`config.mk`:
```
export PLATFORM = sky130hd
export DESIGN_NAME = skip_eval
export DESIGN_NICKNAME = d
export VERILOG_FILES = /design/src/rtl/skip_pkg.sv /design/src/rtl/skip_cond_gen.sv /design/src/rtl/skip_mask_and.sv /design/src/rtl/skip_eval.sv
export SDC_FILE = /design/constraint.sdc
export NUM_CORES = 1
export LEC_CHECK = 0
export BUFFER_PORTS_ARGS = -buffer_cell sky130_fd_sc_hd__clkbuf_2
export CAP_MARGIN = 5
export CORE_AREA = 3 3 40 42
export DETAILED_ROUTE_END_ITERATION = 8
export DIE_AREA = 0 0 43 45
export GPL_TIMING_DRIVEN = 1
export PLACE_DENSITY_LB_ADDON = 0.05
export SLEW_MARGIN = 15
export SYNTH_ARGS = -nofsm -noshare
export SYNTH_HDL_FRONTEND = slang
export SYNTH_SLANG_ARGS = --single-unit
export TNS_END_PERCENT = 50
```
`constraint.sdc`:
```
create_clock -name vclk -period 1.2
set_input_delay 0.12 -clock vclk [all_inputs]
set_output_delay 0.12 -clock vclk [all_outputs]
set_load 0.05 [all_outputs]
```
`src/rtl/skip_pkg.sv`:
```
package skip_pkg;
    localparam int WORD_W   = 16;
    localparam int ACC_W    = 16;
    localparam int SW_N     = 4;
    localparam int CLASS_W  = 6;
    localparam int COND_N   = 9;
    localparam int REV_POS  = COND_N;
    localparam logic [CLASS_W-1:0] CLASS_CODE = 6'b100000;

    // Bit position of each test inside the selection field.
    typedef enum int {
        SEL_CARRY  = 0,
        SEL_SW_LO  = 1,
        SEL_ZERO   = 5,
        SEL_EVEN   = 6,
        SEL_PARITY = 7,
        SEL_POS    = 8
    } sel_pos_e;
endpackage

```
`src/rtl/skip_cond_gen.sv`:
```
module skip_cond_gen
    import skip_pkg::*;
(
    input  logic [ACC_W-1:0]  acc,
    input  logic              carry,
    input  logic              parity_err,
    input  logic [SW_N-1:0]   sense_sw,
    output logic [COND_N-1:0] cond_true
);
    logic acc_is_zero;
    assign acc_is_zero = (acc == '0);

    always_comb begin
        cond_true[SEL_CARRY]  = ~carry;
        cond_true[SEL_ZERO]   = acc_is_zero;
        cond_true[SEL_EVEN]   = ~acc[0];
        cond_true[SEL_PARITY] = parity_err;
        cond_true[SEL_POS]    = ~acc[ACC_W-1];
    end

    // Switch 1 sits at the highest switch position, switch SW_N at the lowest.
    genvar k;
    generate
        for (k = 0; k < SW_N; k++) begin : g_sw
            assign cond_true[SEL_SW_LO + (SW_N - 1 - k)] = ~sense_sw[k];
        end
    endgenerate
endmodule

```
`src/rtl/skip_mask_and.sv`:
```
module skip_mask_and
    import skip_pkg::*;
(
    input  logic [COND_N-1:0] sel,
    input  logic [COND_N-1:0] cond_true,
    output logic              all_met
);
    logic [COND_N-1:0] pass;

    genvar i;
    generate
        for (i = 0; i < COND_N; i++) begin : g_pass
            assign pass[i] = cond_true[i] | ~sel[i];
        end
    endgenerate

    assign all_met = &pass;
endmodule

```
`src/rtl/skip_eval.sv`:
```
module skip_eval
    import skip_pkg::*;
(
    input  logic              instr_valid,
    input  logic [WORD_W-1:0] instr,
    input  logic [ACC_W-1:0]  acc,
    input  logic              carry,
    input  logic              parity_err,
    input  logic [SW_N-1:0]   sense_sw,
    output logic              skip_req
);
    logic [COND_N-1:0] cond_true;
    logic              all_met;
    logic              class_hit;
    logic              reverse;

    assign class_hit = (instr[WORD_W-1 -: CLASS_W] == CLASS_CODE);
    assign reverse   = instr[REV_POS];

    skip_cond_gen u_cond (
        .acc        (acc),
        .carry      (carry),
        .parity_err (parity_err),
        .sense_sw   (sense_sw),
        .cond_true  (cond_true)
    );

    skip_mask_and u_and (
        .sel       (instr[COND_N-1:0]),
        .cond_true (cond_true),
        .all_met   (all_met)
    );

    assign skip_req = instr_valid & class_hit & (all_met ^ reverse);
endmodule

```
# After elaboration in Yosys (flattened, before gate mapping)

Index checks and enable logic that the tools add are counted.

Bits in registers: 0
Latch bits: 0
Memories kept: 0
RAM bits: 0
Logic and storage cells: 31
Memory bits (read-only): 0

Reductions and logical operators: 2
Bitwise operators: 28
$add $sub $neg: 0
$lt $le $gt $ge: 0
Equality and inequality tests: 1
Shifts and indexed selects: 0
Multiply operators: 0
Divide/modulo/power cells: 0
Muxes and demuxes: 0

Operators with widths:

| cell               | number |
|---|---|
| $logic_not 16->1   | 1 |
| $not 1->1          | 16 |
| $or 1x1->1         | 9 |
| $reduce_and 9->1   | 1 |
| $eq 6x6->1 const B | 1 |
| $and 1x1->1        | 2 |
| $xor 1x1->1        | 1 |

# Depth between registers and ports, before layout

Gate-level depths: netlist of the first run.

Depth in word-level cells: 5
Gate-level depth with buffers: 4

# By module

A second synthesis of the first run with hierarchy kept.

Cell total of the unflattened synthesis: 31
Area total of the unflattened synthesis: 183.9 um2

By module, submodules not included:

| module        | area an instance (um2) | instances | cells an instance |
|---|---|---|---|
| skip_mask_and | 77.6                   | 1         | 13 |
| skip_cond_gen | 75.1                   | 1         | 14 |
| skip_eval     | 31.3                   | 1         | 4 |

# Worst setup path before layout of the first run

No wires, ideal clock.

Path kind: input to output
From: input acc[2]
To: output skip_req
Data required time: 1.080 ns
Path slack: -0.630 ns
Stages on the path: 4
Data arrival time: 1.710 ns
Path through: nor4_2 -> a41oi_1 -> or4_1 -> a21oi_1

Longest elaborated chain between the ends: 5

Ends and longest elaborated chain:

| item             | line                | text |
|---|---|---|
| start, declared  | skip_eval.sv:6      | `input logic [ACC_W-1:0] acc,` |
| $logic_not 16->1 | skip_cond_gen.sv:11 | `assign acc_is_zero = (acc == '0);` |
| $or 1x1->1       | skip_mask_and.sv:13 | `assign pass[i] = cond_true[i] \| ~sel[i];` |
| $reduce_and 9->1 | skip_mask_and.sv:17 | `assign all_met = &pass;` |
| $xor 1x1->1      | skip_eval.sv:34     | `assign skip_req = instr_valid & class_hit & (all_met ^ reverse);` |
| $and 1x1->1      | skip_eval.sv:34     |  |
| end, declared    | skip_eval.sv:10     | `output logic skip_req` |

Every way passes these cells.

# Final worst setup path of the first run

From: input acc[9]
To: output skip_req

Same word-level chain as after synthesis.

==> flow_metrics.tcl, run 1 <==
set metrics [dict create \
    status "finished, violations left" \
    violated_checks "negative setup slack" \
    worst-slew-pin-transition_ps 222.7 \
    grt_start_max_net_pins 3 \
    syn_to_final_growth_pct 222.5 \
    report.final.slew_viol_count 0 \
    fmaxAchievable_mhz 660.3 \
    final_min_period_over_clock_period_pct 126.2 \
    wl_um 689 \
    finalWeightedCongestion 0.6009 \
    via_count 309 \
    die_area_um2 1935 \
    report.final.hold_viol_count 0 \
    synth.yosys.seq_area_share_pct 0 \
    antenna_violations_before_repair 0 \
    synth_area_leader_cell "sky130_fd_sc_hd__nor4_2" \
    chipWidth_um 43 \
    detail_route.first_pass.iterations 2 \
    timing.setup.critical_path_class "in -> out" \
    max_cap_violations 0 \
    via_count_of_the_first_global_routing_pass 271 \
    multi_input_comb_area_um2 192.7 \
    crit_slowest_cell "sky130_fd_sc_hd__or4_4" \
    dp_worst_slack_ps -433.6 \
    count_of_cell_types_in_the_netlist 12 \
    timing.critical_path.to_type "output pin" \
    finalCriticalPeriod_ps 1514 \
    postLayoutCellArea_um2 447.9 \
    synth_cells 18 \
    coreArea_um2 1285 \
    finalNonFillerCells 76 \
    placement.cell_area_um2 395.4 \
    drive_above_1_share_pct 81.97 \
    num_rows 13 \
    synth_most_common_cell "sky130_fd_sc_hd__nor4_2" \
    grt_pass1_wl_um 1048 \
    design.final.nets 102 \
    peakVddDrop_mv 0.07249 \
    synth.cell_area_um2 138.9 \
    cp_cell_sequence "clkbuf_2, nor4_4, a41oi_2, or4_4, a21oi_4, buf_8" \
    portBuffers 40 \
    worstHoldPathType "in -> out" \
    max_transition_margin_pct 85.01 \
    n_sequential_cell 0 \
    setup-violations-final 1 \
    gr-total-overflow 0 \
    finalCoreUtilization_pct 34.86 \
    post-cts-setup-buffer-count 0 \
    crit_fanout 2 \
    remaining_drc_errors 0 \
    vias_per_cell 4.066 \
    n_clock_buffer 0 \
    synth_area_leaders "sky130_fd_sc_hd__nor4_2, sky130_fd_sc_hd__a22oi_1, sky130_fd_sc_hd__a41oi_1" \
    pnr_worst_setup_slack_ps -314.5 \
    diode_insertion_count_for_antenna_repair 0 \
    dp.cells 76 \
    grt_util_all_layers_pct 6.551 \
    cp_data_arrival_time_ps 1390 \
    ys_warns 0 \
    routedWlPerCell_um 9.066 \
    setup.worst_path.start_class "input pin" \
    design.portCount 40 \
    fill_cells 139 \
    ctsHoldBuffers 0 \
    rsz_0062_raised_after_global_routing "yes" \
    die-height_um 45 \
    final-seq-area_um2 0 \
    crit_required_ps 1080 \
    start_util_pct 10.81 \
    syn_area_cell_um2 7.716 \
    power_density_over_the_cells_nw_per_um2 258.9 \
    mappedNetlistNets 57 \
    drt.antenna.violating_nets 0 \
    largest_incremental_delay_on_the_critical_path_ps 450 \
    synth.top_cell.area_share_pct 36.04 \
    total_leakage_power_nw 0.2244 \
    power_mw 0.1160 \
    synth.top_cells.by_count "sky130_fd_sc_hd__nor4_2, sky130_fd_sc_hd__a22oi_1, sky130_fd_sc_hd__nand2_1" \
    drtIter0Drc 1 \
]
==> per-layer routing <==
layer  routed length [um]  share of wire [%]  track usage, %  vias to the layer above
li1                     -                  -               -                      167
met4                    0                  0               0                        0
met3                  116                 17           1.594                        0
met5                    0                  0               0                        -
met1                  248                 36           8.095                      122
met2                  324                 47           12.28                       20
==> where the power goes <==
part,switching (mW),leakage [nW],internal [mW]
clock network,0,0,0
registers,0,0,0
logic,0.0461,0.224,0.0698
total,0.0461,0.224,0.0698
==> timing repair <==
item | in CTS | in global routing
setup endpoints to repair | 1 | 1
resized for setup | 7 | 1
pin swaps | 1 | 0
==> worst max-delay path, delay by kind of cell <==
kind | cells | cell delay, ps
AO/OA/AOI/OAI | 2 | 300
buffers and inverters | 2 | 260
AND/OR/NAND/NOR | 2 | 720
==> final cells by class <==
class / instances / share of cell area, %
Inverter: 1 / 0.8380
Tap cell: 15 / 4.190
Timing Repair Buffer: 43 / 51.96
Multi-Input combinational cell: 17 / 43.02
==> final timing paths <==
| kind | cells past startpoint | from | slack, ps | end |
|---|---|---|---|---|
| worst max-delay path | 6 | acc[9] | -310 | skip_req |
| worst min-delay path | 4 | instr_valid | 630 | skip_req |
==> kinds of logic (layout without fill, tap and decap cells) <==
group	count (synthesis)	after routing	synth area share (%)
AND/OR/NAND/NOR	11	11	65.77
AO/OA/AOI/OAI	6	6	31.53
buffers and inverters	1	44	2.700
==> placed cells by master (no fill, tap or decap) <==
cell type / n
sky130_fd_sc_hd__nand2b_1: 1
sky130_fd_sc_hd__a21oi_4: 1
sky130_fd_sc_hd__buf_4: 3
sky130_fd_sc_hd__a22oi_1: 3
sky130_fd_sc_hd__nand2_1: 2
sky130_fd_sc_hd__a41oi_2: 1
sky130_fd_sc_hd__o31ai_1: 1
sky130_fd_sc_hd__nor4_1: 1
sky130_fd_sc_hd__clkbuf_2: 39
sky130_fd_sc_hd__nor4_4: 4
sky130_fd_sc_hd__nand3_1: 1
sky130_fd_sc_hd__buf_8: 1
sky130_fd_sc_hd__nand4b_1: 1
sky130_fd_sc_hd__inv_1: 1
sky130_fd_sc_hd__or4_4: 1
==> per-stage QoR <==
step	setup TNS, ps	hold WS (ps)
floorplan	-215.3	445.2
global placement	-447.8	717.1
detailed placement	-433.6	706.5
CTS	-346.1	656.6
global route	-409.5	659.7
finish	-314.5	633.4
(Power assumes the default switching activity.)
==> inputs of run 2 (changes only) <==
--- a/config.mk
+++ b/config.mk
@@ -16,4 +16,5 @@
 export SYNTH_ARGS = -nofsm -noshare
 export SYNTH_HDL_FRONTEND = slang
+export SYNTH_HIERARCHICAL = 1
 export SYNTH_SLANG_ARGS = --single-unit
 export TNS_END_PERCENT = 50
==> constraint.sdc (replaced) <==
create_clock -name vclk -period 1.2
set_input_delay 0.12 -clock vclk [all_inputs]
set_output_delay 0.12 -clock vclk [all_outputs]
set_load 0.005 [all_outputs]
==> run 2 against run 1 <==
The run still ends with negative setup slack left; synthesized cell count grew 72%; sequential share of layout area is the same; critical path type unchanged; final cell count grew 13%; first-iteration DRC count shrank 100%; setup slack lost 19 ps; design area shrank 5.9%; hold slack lost 170 ps; area after synthesis grew 32%; wire length shrank 6.2%; utilization shrank 2.0 points; combinational power shrank 15%; total power shrank 15%.
==> flow_metrics.tcl, run 2 <==
set metrics [dict create \
    status "finished, violations left" \
    violated_checks "negative setup slack" \
    synth_most_common_cell "sky130_fd_sc_hd__inv_1" \
    detailed_place_hpwl_um 642.3 \
    grt_pass1_wl_um 1021 \
    drtIter0Drc 0 \
    max_cap_violations 0 \
    p_clk_share_pct 0 \
    diode_insertion_count_for_antenna_repair 0 \
    antenna_violations_before_repair 0 \
    synth.top_cells.by_count "sky130_fd_sc_hd__inv_1, sky130_fd_sc_hd__nand2b_1, sky130_fd_sc_hd__nor4_1" \
    crit_end "skip_req" \
    postLayoutCellArea_um2 421.7 \
    vias_per_cell 3.907 \
    synth.top_cell.area_share_pct 24.49 \
    power_density_over_the_cells_nw_per_um2 232.8 \
    timing.setup.critical_path_class "in -> out" \
    coreArea_um2 1285 \
    cp_data_arrival_time_ps 1410 \
    setup.worst_path.start_class "input pin" \
    n_clock_buffer 0 \
    routedWlPerCell_um 7.512 \
    syn_to_final_growth_pct 129.3 \
    ys_warns 6 \
    crit_fanout 1 \
    cp.depth 9 \
    cp_cell_sequence "clkbuf_2, nor4_2, and4_1, nand2b_1, o2111ai_1, nor3_2, xnor2_1, nor4_1, buf_2" \
    crit_slowest_cell "sky130_fd_sc_hd__nor4_2" \
    setup-violations-final 1 \
    finalCoreUtilization_pct 32.81 \
    finalWeightedCongestion 0.5865 \
    drt.antenna.violating_nets 0 \
    dp.cells 86 \
    total_leakage_power_nw 0.2701 \
    worst-slew-pin-transition_ps 214.5 \
    finalCriticalPeriod_ps 1534 \
    final-seq-area_um2 0 \
    switching_share_pct 34.03 \
    worstHoldPathType "in -> out" \
    via_count 336 \
    switching_power_mw 0.03340 \
    power_mw 0.09816 \
    post-cts-setup-buffer-count 0 \
    design.final.nets 112 \
    grt_util_all_layers_pct 6.385 \
    wl_um 646 \
    synth_area_leaders "sky130_fd_sc_hd__inv_1, sky130_fd_sc_hd__nand2b_1, sky130_fd_sc_hd__nor4_1" \
    count_of_cell_types_in_the_netlist 11 \
    syn_area_cell_um2 5.933 \
    fill_cells 154 \
    pnr_worst_setup_slack_ps -333.5 \
    max_transition_margin_pct 85.57 \
    synth_area_leader_cell "sky130_fd_sc_hd__inv_1" \
    p_int_mw 0.06475 \
    report.final.hold_viol_count 0 \
    final.hold.worst_slack_ps 465.3 \
    layout.cells.most_common "sky130_fd_sc_hd__clkbuf_2" \
    power.share.combinational_pct 100.0 \
    peakVddDrop_mv 0.07642 \
    startpoint "acc[1]" \
    fmaxAchievable_mhz 652.1 \
    finalNonFillerCells 86 \
    synth.cell_area_um2 183.9 \
    dp_worst_slack_ps -408.6 \
    largest_incremental_delay_on_the_critical_path_ps 240 \
    die-height_um 45 \
    final_min_period_over_clock_period_pct 127.8 \
    category_of_cells_accounting_for_the_largest_share_of_critical_path_delay "simple AND/OR/NAND/NOR gates" \
    synth_cells 31 \
    num_rows 13 \
    remaining_drc_errors 0 \
    multi_input_comb_area_um2 142.6 \
    chipWidth_um 43 \
    start_util_pct 14.31 \
    rsz_0062_raised_after_global_routing "yes" \
    grt_start_max_net_pins 3 \
    die_area_um2 1935 \
    n_sequential_cell 0 \
    placement.cell_area_um2 402.9 \
    gr-total-overflow 0 \
    most-common-layout-cells "sky130_fd_sc_hd__clkbuf_2, sky130_fd_sc_hd__inv_1, sky130_fd_sc_hd__nand2b_1, sky130_fd_sc_hd__nor4_2" \
    portBuffers 40 \
    drive_above_1_share_pct 64.79 \
    fin_setup_tns_ps -333.5 \
    mappedNetlistNets 70 \
    report.final.slew_viol_count 0 \
    timing.critical_path.to_type "output pin" \
    part_of_the_total_power_dissipated_in_sequential_elements_pct 0 \
    via_count_of_the_first_global_routing_pass 300 \
    synth.yosys.seq_area_share_pct 0 \
    critical_path_buf_inv_count 2 \
    design.portCount 40 \
    detail_route.first_pass.iterations 1 \
    crit_required_ps 1080 \
]
run 2: area by class of cell:
type	count	share of cell area [%]
multi-input cells	17	33.83
inverters	12	10.68
repair buffers	42	51.04
well taps	15	4.451
run 2: kinds of logic after synthesis:
family          share of synthesized area [%]
buf+inv                                 32.65
xor+xnor                                4.763
compound gates                          12.93
simple gates                            49.66
run 2: what timing repair did:
item                       CTS  global route
hold buffers                 0             0
gates resized for setup      3             1
setup endpoints to repair    1             1
run 2: power by group through the flow:
stage / registers (mW) / clock network [mW] / logic, mW
final: 0 / 0 / 0.0982
after detailed placement: 0 / 0 / 0.0949
after floorplan: 0 / 0 / 0.0280
after global routing: 0 / 0 / 0.112
after CTS: 0 / 0 / 0.100
after global placement: 0 / 0 / 0.0937
run 2: metal layers:
layer	vias up	global-route usage (%)	part of all wire [%]
li1	182	-	-
met1	126	7.619	34
met2	28	13.17	46
met3	0	0.3984	20
met4	0	0	0
met5	-	0	0
run 2: how the worst min path moves through the flow:
stage	from	to	slack [ps]	depth (start not counted)
floorplan	instr[10]	skip_req	280	1
global placement	instr[10]	skip_req	450	3
detailed placement	instr[10]	skip_req	450	3
CTS	instr[10]	skip_req	450	3
global route	instr[10]	skip_req	490	3
finish	instr[10]	skip_req	470	3
run 2: tightest hold or removal path: cells and delay by family:
family | cells | cell delay [ps]
buf+inv | 2 | 180
simple gates | 1 | 40
==> inputs of run 3 (changes only) <==
- PLACE_DENSITY_LB_ADDON: 0.05 -> 0.08
- clock period: 1.2 -> 1.65 ns (I/O delays scaled with it)
==> run 3 against run 2 <==
Non-clock buffer count is the same; the run still ends with negative setup slack left; first-iteration DRC count unchanged; via count increased by 2.1%; critical path type unchanged; utilization rose by 0.49 points; flip-flop and latch count unchanged; combinational power shrank 26%.
==> flow_metrics.tcl, run 3 (synthesis results as in run 2) <==
set metrics [dict create \
    status "finished, violations left" \
    violated_checks "negative setup slack" \
    p_int_mw 0.04779 \
    worstHoldPathType "in -> out" \
    wl_um 645 \
    finalCriticalPeriod_ps 1667 \
    syn_to_final_growth_pct 132.7 \
    switching_share_pct 34.35 \
    hold_path_startpoint "instr[10]" \
    max_transition_margin_pct 84.75 \
    antenna_violations_before_repair 0 \
    cp_data_arrival_time_ps 1500 \
    drtIter0Drc 0 \
    drt.antenna.violating_nets 0 \
    layout.cells.most_common "sky130_fd_sc_hd__clkbuf_2" \
    setup-violations-final 1 \
    fill_cells 147 \
    design.final.nets 112 \
    crit_required_ps 1480 \
    fmaxAchievable_mhz 600.0 \
    power_mw 0.07280 \
    grt_start_max_net_pins 3 \
    part_of_the_total_power_dissipated_in_sequential_elements_pct 0 \
    via_count_of_the_first_global_routing_pass 288 \
    grt_pass1_wl_um 1014 \
    max_cap_violations 0 \
    final_min_period_over_clock_period_pct 101.0 \
    gr-total-overflow 0 \
    timing.critical_path.to_type "output pin" \
    detail_route.first_pass.iterations 1 \
    switching_power_mw 0.02501 \
    design.portCount 40 \
    timing.setup.critical_path_class "in -> out" \
    drive_above_1_share_pct 66.20 \
    pnr_worst_setup_slack_ps -16.77 \
    final-seq-area_um2 0 \
    chipWidth_um 43 \
    crit_slowest_cell "sky130_fd_sc_hd__nor4_2" \
    finalNonFillerCells 86 \
    report.final.slew_viol_count 0 \
    setup.worst_path.start_class "input pin" \
    largest_incremental_delay_on_the_critical_path_ps 250 \
    worst-slew-pin-transition_ps 226.6 \
    most-common-layout-cells "sky130_fd_sc_hd__clkbuf_2, sky130_fd_sc_hd__inv_1, sky130_fd_sc_hd__nand2b_1, sky130_fd_sc_hd__nor4_2" \
    multi_input_comb_area_um2 148.9 \
    ctsHoldBuffers 0 \
    crit_fanout 1 \
    path_common_cell "sky130_fd_sc_hd__clkbuf_2" \
    detailed_place_hpwl_um 638.1 \
    cp_cell_sequence "clkbuf_2, nor4_2, and4_1, nand2b_1, o2111ai_2, nor3_2, xnor2_1, nor4_1, clkbuf_2" \
    n_sequential_cell 0 \
    via_count 343 \
    portBuffers 40 \
    final.hold.worst_slack_ps 546.3 \
    die-height_um 45 \
    die_area_um2 1935 \
    p_clk_share_pct 0 \
    power.share.combinational_pct 100.0 \
    coreArea_um2 1285 \
    num_rows 13 \
    rsz_0062_raised_after_global_routing "yes" \
    n_clock_buffer 0 \
    holdPathEnd "skip_req" \
    start_util_pct 14.31 \
    whs_path_depth 3 \
    power_density_over_the_cells_nw_per_um2 170.1 \
    routedWlPerCell_um 7.500 \
    grt_util_all_layers_pct 6.302 \
    vias_per_cell 3.988 \
    diode_insertion_count_for_antenna_repair 0 \
    finalWeightedCongestion 0.5851 \
    remaining_drc_errors 0 \
    dp.cells 86 \
    post-cts-setup-buffer-count 0 \
    total_leakage_power_nw 0.2703 \
    peakVddDrop_mv 0.05440 \
    report.final.hold_viol_count 0 \
]
## run 3: final cells by class
| type | count | share of cell area (%) |
|---|---|---|
| Timing Repair Buffer | 42 | 50.29 |
| Multi-Input combinational cell | 17 | 34.80 |
| Inverter | 12 | 10.53 |
| Tap cell | 15 | 4.386 |
## run 3: repair_timing
action / in CTS / in global routing
resized for setup: 2 / 2
endpoints found under the hold margin: 0 / 0
pin swaps: 0 / 0
endpoints found under the setup margin: 1 / 1
## run 3: worst max path at each step
| stage | from | end | slack [ps] | cells after the start |
|---|---|---|---|---|
| after detailed placement | acc[1] | skip_req | -100 | 9 |
| after CTS | acc[1] | skip_req | -80 | 9 |
| after floorplan | acc[4] | skip_req | 180 | 8 |
| after global placement | acc[0] | skip_req | -70 | 9 |
| after global routing | acc[11] | skip_req | -240 | 9 |
| final | acc[1] | skip_req | -20 | 9 |
## run 3: worst max-delay path: cells and delay by family
family	cells	cell delay, ps
AND/OR/NAND/NOR	5	870
buffers and inverters	2	250
AO/OA/AOI/OAI	1	130
XOR/XNOR	1	80
## run 3: metal layers
layer  up-vias  GRT usage [%]  wire (um)
li1        182              -          -
met1       138          7.857        203
met2        23          12.87        342
met3         0              0         99
met4         0              0          0
met5         -              0          0
## run 3: power by group through the flow
stage / logic (mW) / registers (mW) / clock network, mW
after CTS: 0.0717 / 0 / 0
after global routing: 0.0833 / 0 / 0
after floorplan: 0.0203 / 0 / 0
after global placement: 0.0682 / 0 / 0
final: 0.0728 / 0 / 0
after detailed placement: 0.0685 / 0 / 0
## run 3: per-stage QoR
step / worst slack (ps) / area, um^2 / setup TNS, ps / utilization [%]
5_1_grt: -236.6 / 427.9 / -236.6 / 33.30
3_3_place_gp: -68.19 / 402.9 / -68.19 / 31.35
6_report: -16.77 / 427.9 / -16.77 / 33.30
4_1_cts: -79.32 / 415.4 / -79.32 / 32.33
3_5_place_dp: -103.6 / 402.9 / -103.6 / 31.35
2_1_floorplan: 183.4 / 183.9 / 0 / -
